## src/rtl/irq_mask_ctrl.sv

```systemverilog
module irq_mask_ctrl #(
  parameter int N_LINES   = 8,
  parameter int ADDR_W    = 3,
  parameter int ACK_IDX_W = 4
) (
  input  logic               clk,
  input  logic               rst_n,
  input  logic               host_we,
  input  logic [ADDR_W-1:0]  host_addr,
  input  logic [N_LINES-1:0] host_wdata,
  output logic [N_LINES-1:0] host_rdata,
  input  logic [N_LINES-1:0] dev_set,
  input  logic [N_LINES-1:0] dev_clr,
  output logic               irq_out
);
  localparam logic [ADDR_W-1:0] A_MASK  = ADDR_W'(0);
  localparam logic [ADDR_W-1:0] A_MASK2 = ADDR_W'(1);
  localparam logic [ADDR_W-1:0] A_STAT  = ADDR_W'(2);
  localparam logic [ADDR_W-1:0] A_STAT2 = ADDR_W'(3);
  localparam logic [ADDR_W-1:0] A_ACK   = ADDR_W'(4);

  logic [N_LINES-1:0] en_q, pend_q, mask2_q;
  logic [N_LINES-1:0] en_d, pend_d, ack_vec;
  logic               irq_q;
  logic [ACK_IDX_W-1:0] ack_idx;
  logic               ack_hit;

  assign ack_hit = host_we && (host_addr == A_ACK);
  assign ack_idx = host_wdata[ACK_IDX_W-1:0];

  for (genvar i = 0; i < N_LINES; i++) begin : g_ack
    assign ack_vec[i] = ack_hit && (ack_idx == ACK_IDX_W'(i));
  end

  assign en_d   = (host_we && host_addr == A_MASK) ? ~host_wdata : en_q;
  assign pend_d = (pend_q & ~dev_clr & ~ack_vec) | dev_set;

  always_ff @(posedge clk) begin
    if (!rst_n) begin
      en_q    <= '0;
      pend_q  <= '0;
      mask2_q <= '0;
      irq_q   <= 1'b0;
    end else begin
      en_q   <= en_d;
      pend_q <= pend_d;
      irq_q  <= |(pend_d & en_d);
      if (host_we && host_addr == A_MASK2)
        mask2_q <= host_wdata;
    end
  end

  always_comb begin
    case (host_addr)
      A_MASK:  host_rdata = ~en_q;
      A_MASK2: host_rdata = ~mask2_q;
      A_STAT:  host_rdata = pend_q;
      A_STAT2: host_rdata = '0;
      default: host_rdata = '0;
    endcase
  end

  assign irq_out = irq_q;
endmodule

```

## config.mk

```make
export PLATFORM = sky130hd
export DESIGN_NAME = irq_mask_ctrl
export DESIGN_NICKNAME = d
export VERILOG_FILES = /design/src/rtl/irq_mask_ctrl.sv
export SDC_FILE = /design/constraint.sdc
export NUM_CORES = 1
export LEC_CHECK = 0
export BUFFER_PORTS_ARGS = -buffer_cell sky130_fd_sc_hd__buf_4
export CAP_MARGIN = 25
export CELL_PAD_IN_SITES_DETAIL_PLACEMENT = 0
export CELL_PAD_IN_SITES_GLOBAL_PLACEMENT = 1
export CORE_UTILIZATION = 37
export DETAILED_ROUTE_END_ITERATION = 10
export PLACE_DENSITY = 0.83
export SYNTH_ARGS = -nofsm -noshare
export SYNTH_HDL_FRONTEND = slang
export SYNTH_SLANG_ARGS = --single-unit
export TNS_END_PERCENT = 20
```

## constraint.sdc

```tcl
create_clock -name clk -period 2.22 [get_ports clk]
set_clock_uncertainty 0.1 [all_clocks]
set_input_delay 0.333 -clock clk [delete_from_list [all_inputs] [get_ports clk]]
set_output_delay 0.333 -clock clk [all_outputs]
set_load 0.05 [all_outputs]
```

Word-level counts from Yosys, hierarchy flattened

Index checks and enable logic that the tools add are counted.

Register bits: 25
Bits in latches: 0
Memory bits (writable): 0
Memory bits (read-only): 0
Output and inout bits: 9
Logic and storage cells: 39
Memories: 0

Add/subtract/negate cells: 0
Multiply operators: 0
Div/mod/pow operators: 0
$lt $le $gt $ge: 0
Equal/unequal tests: 10
Shift operators: 0
Mux-type cells: 2
Bitwise gates (word level): 9
Reductions and logical operators: 14

Operators with widths:

| operator                                            | count |
|---|---|
| NOT 8 bit                                           | 5 |
| bitwise AND 8 bit                                   | 3 |
| one-hot mux 8 bit (3 select lines)                  | 1 |
| equality test 4 x 3 -> 1 bit, second input constant | 4 |
| logical AND 1 bit                                   | 11 |
| equality test 4 x 2 -> 1 bit, second input constant | 2 |
| 2-to-1 mux 8 bit                                    | 1 |
| OR 8 bit                                            | 1 |
| OR reduction 8 bit                                  | 1 |
| equality test 4 x 1 -> 1 bit, second input constant | 1 |
| logical NOT 4 bit                                   | 1 |
| equality test 3 x 1 -> 1 bit, second input constant | 1 |
| equality test 3 x 2 -> 1 bit, second input constant | 1 |
| equality test 3 bit, second input constant          | 1 |
| logical NOT 3 bit                                   | 1 |

Depth between registers and ports, before layout

Word-level depth: 8
Gate-level depth with buffers: 7

Least setup slack after synthesis

No wires, ideal clock.

Kind: input to output
Start: in host_addr[1]
End: out host_rdata[0]
Data arrival time: 1784 ps
Slack: 3 ps
Stages on the path: 5
Path buffers: 2
Path through: clkbuf_1 -> clkbuf_1 -> a21oi_1 -> o22a_1 -> nor2_1

Cells in the longest elaborated chain, start to end: 2

Ends and longest elaborated chain:

| what                                                 | RTL line | text |
|---|---|---|
| start, declared                                      | 9        | `input logic [ADDR_W-1:0] host_addr,` |
| equality test 3 x 2 -> 1 bit (tied with other cells) | 54       | `case (host_addr)` |
| one-hot mux 8 bit (3 select lines) (*)               | 54       |  |
| end, declared                                        | 11       | `output logic [N_LINES-1:0] host_rdata,` |

Every way passes the cells marked *; elsewhere a longest branch is shown, timed or not.

Worst setup path in the final report

Start: in host_addr[0]
End: out host_rdata[1]

The elaborated chain is that of the path after synthesis.

==> run_results.csv <==
group,metric,value,unit
run_status,run_status,"complete, no violations",
grt,grt_max_degree,18,
sta,min_period_over_period,0.863,
clock_tree,post_cts_buffers,0,
yosys,synth_xor_area_frac,0,
grt,grt_pass1_vias,1257,
yosys,synth_cell_types,29,
yosys,yosysTopAreaCellShare,0.374,
clock_tree,cts_tree,"yes",
sta,relSlewSlack,0.721,
sta,fin_setup_tns,0,ns
yosys,synth_compound_area_frac,0.173,
power_and_ir_drop,vdd_drop_max,0.000299,V
power_and_ir_drop,p_leak,0.743,nW
sta,maxSlewViolCount,0,
placed_design,hpwl,2.73,mm
yosys,ys_warn_count,0,
die,row_count,21,
final_layout,utilization,0.502,
placed_design,place.gp.congestion,0.806,
yosys,synth-edff-count,0,
yosys,ys_top_cells_by_area,"dfxtp_1, mux2i_1, nor2_1",
critical_path,cp-startpoint,"host_addr[0]",
yosys,synthFlopType,"dfxtp_1",
placed_design,placed_cell_area,1680,um2
final_layout,num-fill-cells,345,
min_path,hold_depth,3,
final_layout,design_area,1700,um2
routing,first_pass_iters,4,
yosys,async_flop_share,0,
clock_tree,clock-sinks,25,
yosys,synth.area.mux_share,0.123,
routing,vias,1187,
critical_path,cp.arrival,1.48,ns
yosys,synthSimpleGateAreaFrac,0.268,
min_path,hold_path_class,"in -> reg",
sta,max_freq,0.522,GHz
yosys,synth.avg_cell_area,8.92,um2
grt,antenna_found_initial,0,
yosys,synthAdderAreaFrac,0,
final_layout,area_growth_syn_to_layout,27.3,%
die,core_area,3390,um2
clock_tree,clk_latency,0.31,ns
routing,drt.antenna.violating_nets,0,
placed_design,port-buffer-count,38,
sta,finalHoldViolations,0,
grt,grt_overflow_total,0,
clock_tree,clockRootBuffer,"clkbuf_4",
final_layout,drive_gt1_frac,0.254,
routing,wl,3.50,mm
sta,setup_violations,0,
clock_tree,htreeDepth,1,
critical_path,worstSetupPathType,"in -> out",
yosys,syn-cell-area,1340,um2
critical_path,worstSetupStartpointType,"primary input",
die,dieWidth,62.1,um
yosys,synth_top_family_by_area,"simple AND/OR/NAND/NOR gates",
grt,grt_usage,0.198,
critical_path,timing.rr.end,"irq_out",
critical_path,endpoint_kind,"output port",
power_and_ir_drop,p_per_area,531,nW/um2
clock_tree,clockBufferDepth,2,
routing,wl_per_cell,14.9,um
sta,rsz0062_at_grt,"false",
sta,layout_min_cycle_time,1.92,ns
die,die_height,62.1,um
critical_path,r2r_cells,4,
critical_path,rrSetupSlack,1.03,ns
die,die_area,3860,um2
sta,whs,0.165,ns
critical_path,cp_max_fo,9,
yosys,synthTopCellsByCount,"dfxtp_1, nor2_1, mux2i_1, and2_1, inv_1",
sta,tightestPinTransition,0.413,ns
routing,vias_per_cell,5.05,
die,initial_core_util,0.395,
routing,drtIter0Drc,62,
final_layout,diodes,0,
final_layout,nets,220,
yosys,yosysMostFrequentCell,"dfxtp_1",
yosys,synthCells,150,
clock_tree,cts_resized,0,
die,io_pins,39,
grt,grt_pass1_wl,6.10,mm
flow_run,maxCapViolCount,0,
clock_tree,numCtsBuffers,3,
routing,drt_drc_violations_left,0,
critical_path,cp-endpoint,"host_rdata[1]",
critical_path,reg2reg_from,"pend_q[5]",
yosys,synth_top_area_cell,"dfxtp_1",
yosys,seq_area_frac_synth,0.374,
yosys,syn_nets,180,
yosys,ys_seq_elements,25,
clock_tree,path_clk_slew,0.13,ns
clock_tree,postCtsHoldBufs,0,
critical_path,cp.required,1.79,ns
==> critical path, cell delays in order <==
cell	delay [ns]
buf_4	0.12
buf_4	0.15
nand2b_1	0.22
o22a_1	0.28
nor2_1	0.16
buf_4	0.23
==> metrics by stage <==
stage / worst slack (ns) / total power, mW / std cells
finish: 0.304 / 0.905 / 235
global route: 0.209 / 0.953 / 235
CTS: 0.300 / 0.910 / 235
detailed placement: 0.208 / 0.711 / 231
global placement: 0.250 / 0.709 / 231
floorplan: 0.00282 / 0.616 / 150
==> area by class of cell <==
cell class	count	area, um2	area share
clock buffers	4	26.3	0.0154
inverters	11	41.3	0.0242
multi-input cells	106	754	0.443
flip-flops and latches	25	500	0.294
well taps	46	57.6	0.0338
repair buffers	43	323	0.190
==> metal layers <==
| layer | share of wire | vias to the layer above | global-route usage |
|---|---|---|---|
| met5 | 0 | - | 0 |
| met1 | 0.50 | 556 | 0.266 |
| li1 | - | 610 | - |
| met2 | 0.47 | 19 | 0.334 |
| met3 | 0.027 | 2 | 0.0221 |
| met4 | 0.0077 | 0 | 0.0523 |
==> worst min-delay path by stage <==
stage,slack (ns),start,endpoint
after floorplan,0.35,rst_n,pend_q[0]
after global placement,0.38,mask2_q[6],mask2_q[6]
after detailed placement,0.39,mask2_q[6],mask2_q[6]
after CTS,0.16,host_wdata[6],mask2_q[6]
after global routing,0.17,host_wdata[7],mask2_q[7]
final,0.16,host_wdata[6],mask2_q[6]
==> cell usage in the layout (no fill, tap or decap), drive strengths merged, types with 2 or more instances in the layout <==
cell type | netlist | final
mux2i | 15 | 15
a22oi | 2 | 2
or4 | 2 | 2
a21oi | 8 | 8
and3 | 2 | 2
nor2 | 24 | 24
dfxtp | 25 | 25
a32oi | 2 | 2
or4b | 4 | 4
nor4bb | 2 | 2
clkbuf | 4 | 4
and2 | 14 | 14
a21o | 2 | 2
o22a | 8 | 8
nand3 | 2 | 2
nor2b | 6 | 6
o32a | 6 | 6
inv | 10 | 10
buf | 4 | 43
==> cells by family after synthesis <==
family / count (synthesis)
compound gates: 29
buf+inv: 19
flops: 25
mux: 16
simple gates: 61
==> sequential cells by signal, indices dropped and copies added, names as in the netlist <==
signal / cells
mask2_q: 8
pend_q: 8
en_q: 8
irq_out: 1
==> where the power goes <==
group,switching [mW],total [mW],internal (mW)
Sequential,0.00950,0.476,0.466
Clock,0.134,0.204,0.0701
Combinational,0.123,0.225,0.102
No activity file was read; power rests on OpenSTA's default activity.
